**config.mk**
```make
export PLATFORM = sky130hd
export DESIGN_NAME = dac_serial_writer
export DESIGN_NICKNAME = d
export VERILOG_FILES = /design/src/rtl/dacw_pkg.sv /design/src/rtl/dacw_frame_pack.sv /design/src/rtl/dacw_interval.sv /design/src/rtl/dacw_seq.sv /design/src/rtl/dac_serial_writer.sv
export SDC_FILE = /design/constraint.sdc
export NUM_CORES = 1
export LEC_CHECK = 0
export CORE_MARGIN = 2
export CORE_UTILIZATION = 55
export DETAILED_ROUTE_END_ITERATION = 12
export PLACE_DENSITY = 0.74
export SYNTH_ARGS = -nofsm -noshare
export SYNTH_HDL_FRONTEND = slang
export SYNTH_HIERARCHICAL = 1
export SYNTH_SLANG_ARGS = --single-unit
```
**constraint.sdc**
```tcl
create_clock -name clk -period 5.3 [get_ports clk]
set_input_delay 1.06 -clock clk [delete_from_list [all_inputs] [get_ports clk]]
set_output_delay 1.06 -clock clk [all_outputs]
set_load 0.02 [all_outputs]
```
**src/rtl/dacw_pkg.sv**
```systemverilog
`timescale 1ns/1ps
package dacw_pkg;
   localparam int DEF_PAD_W  = 6;
   localparam int DEF_MODE_W = 2;
   localparam int DEF_CODE_W = 16;

   typedef enum logic [1:0] {
      PWR_ACTIVE    = 2'b00,
      PWR_DOWN_1K   = 2'b01,
      PWR_DOWN_100K = 2'b10,
      PWR_DOWN_OPEN = 2'b11
   } pwr_mode_e;

   typedef enum logic [2:0] {
      SEQ_IDLE,
      SEQ_LOW,
      SEQ_HIGH,
      SEQ_TAIL,
      SEQ_GAP
   } seq_state_e;
endpackage

```
**src/rtl/dacw_frame_pack.sv**
```systemverilog
`timescale 1ns/1ps
// Assembles the outgoing word: zero padding, mode field, code field.
module dacw_frame_pack #(
   parameter int PAD_W   = 6,
   parameter int MODE_W  = 2,
   parameter int CODE_W  = 16,
   localparam int FRAME_W = PAD_W + MODE_W + CODE_W
) (
   input  logic [MODE_W-1:0]  mode,
   input  logic [CODE_W-1:0]  code,
   output logic [FRAME_W-1:0] frame
);
   generate
      if (PAD_W > 0) begin : g_padded
         assign frame = {{PAD_W{1'b0}}, mode, code};
      end else begin : g_bare
         assign frame = {mode, code};
      end
   endgenerate
endmodule

```
**src/rtl/dacw_interval.sv**
```systemverilog
`timescale 1ns/1ps
// Counts LIMIT cycles while run is high; done marks the last one and restarts.
module dacw_interval #(
   parameter int LIMIT = 3,
   localparam int CW   = $clog2(LIMIT + 1)
) (
   input  logic clk,
   input  logic rst_n,
   input  logic run,
   output logic done
);
   logic [CW-1:0] cnt;

   assign done = run && (cnt == CW'(LIMIT - 1));

   always_ff @(posedge clk or negedge rst_n) begin
      if (!rst_n) begin
         cnt <= '0;
      end else if (!run || done) begin
         cnt <= '0;
      end else begin
         cnt <= cnt + 1'b1;
      end
   end
endmodule

```
**src/rtl/dacw_seq.sv**
```systemverilog
`timescale 1ns/1ps
// Word sequencer: accept, clock out the bits, hold sync, then the gap.
module dacw_seq
   import dacw_pkg::*;
#(
   parameter int FRAME_W = 24,
   localparam int IDX_W  = $clog2(FRAME_W)
) (
   input  logic               clk,
   input  logic               rst_n,
   input  logic               req_valid,
   input  logic [FRAME_W-1:0] frame_in,
   input  logic               half_done,
   input  logic               gap_done,
   output logic               req_ready,
   output logic               half_run,
   output logic               gap_run,
   output logic               sclk,
   output logic               sync_n,
   output logic               sdo
);
   seq_state_e         state;
   logic [FRAME_W-1:0] shreg;
   logic [IDX_W-1:0]   bit_idx;
   logic               last_bit;

   assign last_bit  = (bit_idx == IDX_W'(FRAME_W - 1));
   assign req_ready = (state == SEQ_IDLE);
   assign half_run  = (state == SEQ_LOW) || (state == SEQ_HIGH) || (state == SEQ_TAIL);
   assign gap_run   = (state == SEQ_GAP);
   assign sdo       = shreg[FRAME_W-1];

   always_ff @(posedge clk or negedge rst_n) begin
      if (!rst_n) begin
         state   <= SEQ_IDLE;
         shreg   <= '0;
         bit_idx <= '0;
         sclk    <= 1'b0;
         sync_n  <= 1'b1;
      end else begin
         unique case (state)
            SEQ_IDLE: begin
               if (req_valid) begin
                  shreg   <= frame_in;
                  bit_idx <= '0;
                  sync_n  <= 1'b0;
                  state   <= SEQ_LOW;
               end
            end
            SEQ_LOW: begin
               if (half_done) begin
                  sclk  <= 1'b1;
                  state <= SEQ_HIGH;
                  if (bit_idx != '0) begin
                     shreg <= {shreg[FRAME_W-2:0], 1'b0};
                  end
               end
            end
            SEQ_HIGH: begin
               if (half_done) begin
                  sclk <= 1'b0;
                  if (last_bit) begin
                     state <= SEQ_TAIL;
                  end else begin
                     bit_idx <= bit_idx + 1'b1;
                     state   <= SEQ_LOW;
                  end
               end
            end
            SEQ_TAIL: begin
               if (half_done) begin
                  sync_n <= 1'b1;
                  shreg  <= '0;
                  state  <= SEQ_GAP;
               end
            end
            SEQ_GAP: begin
               if (gap_done) begin
                  state <= SEQ_IDLE;
               end
            end
            default: state <= SEQ_IDLE;
         endcase
      end
   end
endmodule

```
**src/rtl/dac_serial_writer.sv**
```systemverilog
`timescale 1ns/1ps
module dac_serial_writer
   import dacw_pkg::*;
#(
   parameter int PAD_W        = DEF_PAD_W,
   parameter int MODE_W       = DEF_MODE_W,
   parameter int CODE_W       = DEF_CODE_W,
   parameter int SCLK_HALF    = 3,
   parameter int GAP_CYCLES   = 5,
   parameter int SYS_CLK_KHZ  = 125000,
   parameter int SCLK_MAX_KHZ = 30000,
   parameter int SYNC_GAP_NS  = 33,
   localparam int FRAME_W     = PAD_W + MODE_W + CODE_W
) (
   input  logic              clk,
   input  logic              rst_n,
   input  logic              req_valid,
   output logic              req_ready,
   input  logic [CODE_W-1:0] req_code,
   input  logic [MODE_W-1:0] req_mode,
   output logic              dac_sclk,
   output logic              dac_sync_n,
   output logic              dac_sdo
);
   // Elaboration-time parameter checks
   generate
      if (SCLK_HALF < 1 || GAP_CYCLES < 1) begin : g_bad_counts
         $error("dac_serial_writer: SCLK_HALF and GAP_CYCLES must be at least 1");
      end
      if (MODE_W < 1 || CODE_W < 2 || PAD_W < 0) begin : g_bad_widths
         $error("dac_serial_writer: field widths out of range");
      end
      if (longint'(SYS_CLK_KHZ) > longint'(2) * SCLK_HALF * SCLK_MAX_KHZ) begin : g_sclk_fast
         $error("dac_serial_writer: serial clock would exceed its ceiling");
      end
      if (longint'(GAP_CYCLES) * 1000000 < longint'(SYNC_GAP_NS) * SYS_CLK_KHZ) begin : g_gap_short
         $error("dac_serial_writer: sync-high gap shorter than the minimum");
      end
   endgenerate

   logic [FRAME_W-1:0] frame;
   logic half_run, half_done, gap_run, gap_done;

   dacw_frame_pack #(
      .PAD_W (PAD_W),
      .MODE_W(MODE_W),
      .CODE_W(CODE_W)
   ) u_pack (
      .mode (req_mode),
      .code (req_code),
      .frame(frame)
   );

   dacw_interval #(.LIMIT(SCLK_HALF)) u_half (
      .clk  (clk),
      .rst_n(rst_n),
      .run  (half_run),
      .done (half_done)
   );

   dacw_interval #(.LIMIT(GAP_CYCLES)) u_gap (
      .clk  (clk),
      .rst_n(rst_n),
      .run  (gap_run),
      .done (gap_done)
   );

   dacw_seq #(.FRAME_W(FRAME_W)) u_seq (
      .clk      (clk),
      .rst_n    (rst_n),
      .req_valid(req_valid),
      .frame_in (frame),
      .half_done(half_done),
      .gap_done (gap_done),
      .req_ready(req_ready),
      .half_run (half_run),
      .gap_run  (gap_run),
      .sclk     (dac_sclk),
      .sync_n   (dac_sync_n),
      .sdo      (dac_sdo)
   );
endmodule

```
== Yosys cells after proc, flatten, opt, wreduce, memory -nomap -nowiden ==
Cells that the tools add are included.

* Memory bits (writable): 0
* Word-level logic and storage cells: 66
* Latch bits: 0
* Output and inout bits: 4
* ROM bits: 0
* Memories kept: 0
* Register bits after elaboration: 39

* $lt $le $gt $ge: 0
* Add/sub/neg operators: 3
* Multiplexer cells: 23
* Multiply operators: 0
* Divide/modulo/power cells: 0
* Reductions and logical operators: 19
* Equal/unequal tests: 14
* Bitwise gates (word level): 0
* Shifts and indexed selects: 0

{| class="wikitable"
|+ Operators with widths
! cell !! number
|-
| $mux 24 || 4
|-
| $pmux 24 s3 || 1
|-
| $mux 3 || 6
|-
| $mux 5 || 3
|-
| $pmux 3 s5 || 1
|-
| $ne 2x2->1 const B || 7
|-
| $pmux 5 s2 || 1
|-
| $reduce_and 5->1 || 2
|-
| $eq 3x2->1 const B || 2
|-
| $eq 3x3->1 const B || 2
|-
| $reduce_and 3->1 || 2
|-
| $reduce_bool 2->1 || 3
|-
| $add 5x1->5 const B || 1
|-
| $eq 5x5->1 const B || 1
|-
| $reduce_bool 5->1 || 1
|-
| $logic_or 1x1->1 || 4
|-
| $mux 2 || 2
|-
| $pmux 1 s2 || 2
|-
| $reduce_and 4->1 || 1
|-
| $add 3x1->3 const B || 1
|-
| $eq 3x1->1 const B || 1
|-
| $logic_not 3->1 || 1
|-
| $mux 1 || 3
|-
| $reduce_bool 3->1 || 1
|-
| other kinds (4) || 6
|}

== Depth between registers and ports, before layout ==
* Depth after elaboration: 6
* Gate-level depth with buffers: 9
* Depth with buffers taken out: 7

== Cells and area by module ==
Netlist, hierarchy kept.

{| class="wikitable"
|+ By module, submodules not included
! module !! area each (µm²) !! instances !! cells an instance
|-
| dacw_seq || 1809.2 || 1 || 197
|-
| dacw_frame_pack || 183.9 || 1 || 25
|-
| dacw_interval at u_gap || 151.4 || 1 || 15
|-
| dacw_interval at u_half || 97.6 || 1 || 7
|}

== Worst setup path before layout ==
No wires, ideal clock.

* Path kind: reg2out
* From: reg u_seq.state[0]
* To: out req_ready
* Required time: 4.240 ns
* Cell stages (with the launch flop): 4
* Arrival time: 1.202 ns
* Setup slack: 3.038 ns
* Path buffers: 2
* Cell sequence: dfrtp_1 -> buf_2 -> clkbuf_1 -> nor3_1

* Word-level cells in the longest chain between the ends: 1

{| class="wikitable"
|+ RTL lines
! element !! RTL line !! source
|-
| from (decl) || dacw_seq.sv:22 || <nowiki>seq_state_e state;</nowiki>
|-
| from (signal assigned) || dacw_seq.sv:35 || <nowiki>state <= SEQ_IDLE;</nowiki>
|-
| from (signal assigned) || dacw_seq.sv:47 || <nowiki>state <= SEQ_LOW;</nowiki>
|-
| from (signal assigned) || dacw_seq.sv:53 || <nowiki>state <= SEQ_HIGH;</nowiki>
|-
| $logic_not 3->1 || dacw_seq.sv:28 || <nowiki>assign req_ready = (state == SEQ_IDLE);</nowiki>
|-
| to (decl) || dac_serial_writer.sv:18 || <nowiki>output logic req_ready,</nowiki>
|}

No other way between the ends.

== Final worst setup path ==
Ends and elaborated chain as after synthesis.

==> results.ini <==
[run_status]
outcome=finished, final reports clean

[clock_tree]
cts_setup_buffers=0
cts_htree_levels=2
cts_buffers=5
cts_resized=0
cts_root_buffer=clkbuf_8
clk_latency_ps=290
clock_path_buffers=2
cts_tree=yes
cts.clk_slew.worst_paths_ps=70
cts.sinks=39
hold_buffers=0

[pwr]
intPower_mw=0.760
switching_share_pct=35.4
p_clk_share_pct=17.1
switchingPower_mw=0.417
power_density_mw_per_mm2=486
power_frac_comb_pct=41.3
irDropWorstVdd_mv=0.261
power_frac_seq_pct=41.6
p_leak_nw=1.11

[synthesis]
syn_area_mm2=0.00224
avgSynthCellArea_um2=9.19
async_reset_ff_share_pct=100
synthFlopType=dfrtp_1
yosysTopAreaCell=dfrtp_1
synth_edf_count=0
synth_top_cells_by_count=dfrtp_1 (38), inv_1 (33), nand2_1 (31), o21ai_0 (28), buf_4 (24)
ys_ff_latch=39
synth_top_area_share_pct=42.4
yosys.cell_count.top_type=dfrtp_1
yosys_warnings=6
syn_inst=244
ys_top_cells_by_area=dfrtp_1 (42%), mux2_2 (12%), buf_4 (8.0%)
synth.distinct_cells=35
synth_seq_area_share_pct=43.6

[timing]
min_period_ps=2840
hold_viol_final=0
setup_tns_ps=0
slew_viol_final=0
setup_violations=0
rsz0062_at_grt=false
clock_skew_ps=7.19
fmax_mhz=352
fin_crit_sh_pct=53.6
hold_slack_ps=451
finalWorstSetupSlack_ps=2460
worst_slew_pin_slew_ps=858
slew_headroom_pct=42.8

[global_routing]
grt_overflow=0
grt_pass1_wl_um=6420
gr-usage-all-layers_pct=18.7
antenna_found_initial=0
grt_pass1_vias=1508
grt_max_degree=40

[final_layout]
area_growth_pct=7.98
drive_gt1_share_pct=16.2
fillers=344
instances_no_fill=297
finalNetCount=273
n_antenna_cell=0

[die]
dieArea_mm2=0.00460
ios=25
die-width_um=67.9
core_mm2=0.00397
num_rows=23
initial_core_util_pct=56.5
die_h_um=67.9

[placement]
placed_cells=290
place_ws_ps=2210
port_buffers=24
hpwlAfterDp_um=2430
routabilityCongestion=0.751

[route]
drc=0
via_count=1523
totalWireLength_um=3700
drt_pass1_iterations=4
ant_nets=0
viasPerCell=5.13
avgRoutedWirePerCell_um=12.4
first_iter_violations=125

[setup_path]
worstPathMaxFanout=38
worstPathRequired_ps=4240
critPathLaunchType=register
crit_arrival_ps=1780
worst_setup_path_end_kind=primary output
critical_path_class=reg -> out
rrSetupSlack_ps=2610

[run]
cap_violations=0

[worst_hold_path]
hold_class=reg -> reg

## flip-flops by register name, indices dropped and copies added (netlist names)
name,count
u_gap/cnt,3
u_half/cnt,2
u_seq/state,3
u_seq/bit_idx,5
u_seq/shreg,24
u_seq/sclk,1
u_seq/sync_n,1
## final timing paths
kind,start,to,cells after the start
hold / removal,u_half/cnt[0]$_DFF_PN0_,u_half/cnt[0]$_DFF_PN0_,1
min in group asynchronous,rst_n,u_half/cnt[1]$_DFF_PN0_,1
max in group asynchronous,rst_n,u_seq/shreg[15]$_DFFE_PN0P_,1
hold reg to reg,u_half/cnt[0]$_DFF_PN0_,u_half/cnt[0]$_DFF_PN0_,1
setup reg to reg,u_seq/state[1]$_DFFE_PN0P_,u_seq/shreg[13]$_DFFE_PN0P_,7
setup / recovery,u_seq/state[0]$_DFFE_PN0P_,req_ready,3
## power by group through the flow
| stage | logic (mW) | registers (mW) | clock network (mW) |
|---|---|---|---|
| after global routing | 0.551 | 0.504 | 0.219 |
| after global placement | 0.476 | 0.493 | 0 |
| final | 0.486 | 0.490 | 0.201 |
| after CTS | 0.492 | 0.490 | 0.208 |
| after floorplan | 0.417 | 0.474 | 0 |
| after detailed placement | 0.492 | 0.495 | 0 |
## metal layers
layer | vias up | routed length, um | track usage, %
met5 | - | 0 | 0
met3 | 4 | 150 | 5.43
li1 | 768 | - | -
met4 | 0 | 41 | 6.75
met2 | 24 | 1730 | 31.4
met1 | 727 | 1770 | 23.1
## logic make-up after synthesis
| logic type | share of synthesized area (%) |
|---|---|
| AO/OA/AOI/OAI | 10.8 |
| XOR/XNOR | 0.391 |
| adder cells (fa/ha/maj) | 2.79 |
| buffers and inverters | 16.2 |
| flip-flops | 43.6 |
| multiplexers | 11.6 |
| other | 0.167 |
| AND/OR/NAND/NOR | 14.5 |
## through the flow
step / util, % / power, mW / instance area [um2]
floorplan: - / 0.890 / 2260
global route: 61.0 / 1.27 / 2420
detailed placement: 58.8 / 0.987 / 2330
CTS: 61.0 / 1.19 / 2420
finish: 61.0 / 1.18 / 2420
global placement: 58.8 / 0.969 / 2330
## layout by cell type, fill, tap and decap left out
cell / count
or3_1: 1
nand2_1: 31
inv_1: 33
dfrtp_1: 38
or3b_1: 1
clkbuf_8: 6
a22o_1: 1
a31o_2: 1
clkinv_2: 1
nor3b_2: 2
a21oi_1: 3
nor3b_1: 1
ha_1: 5
nand4_1: 1
buf_2: 1
and3_1: 2
dfstp_2: 1
or2_4: 1
conb_1: 6
xor2_1: 1
o31ai_1: 1
o21ai_0: 28
nor2b_1: 1
mux2_2: 23
nor3_1: 3
clkdlybuf4s50_1: 23
and2_1: 2
nor2_1: 8
nand2b_1: 1
o211ai_1: 2
nand4b_1: 1
a21oi_4: 1
nand2b_4: 1
o22ai_1: 5
nand3_1: 8
buf_4: 2
## worst max-delay path, stage by stage (launching register included)
cell	delay (ps)
dfrtp_1	380
buf_4	250
nor3_1	210
clkdlybuf4s50_1	640
## final cells by class
cell class	instances	area [um2]	share of cell area, %
inverters	33	124	5.12
flip-flops and latches	39	977	40.4
repair buffers	26	250	10.3
clock inverters	1	5.00	0.207
clock buffers	6	82.6	3.41
multi-input cells	142	920	38.0
well taps	50	62.6	2.58
(Power assumes the default switching activity.)
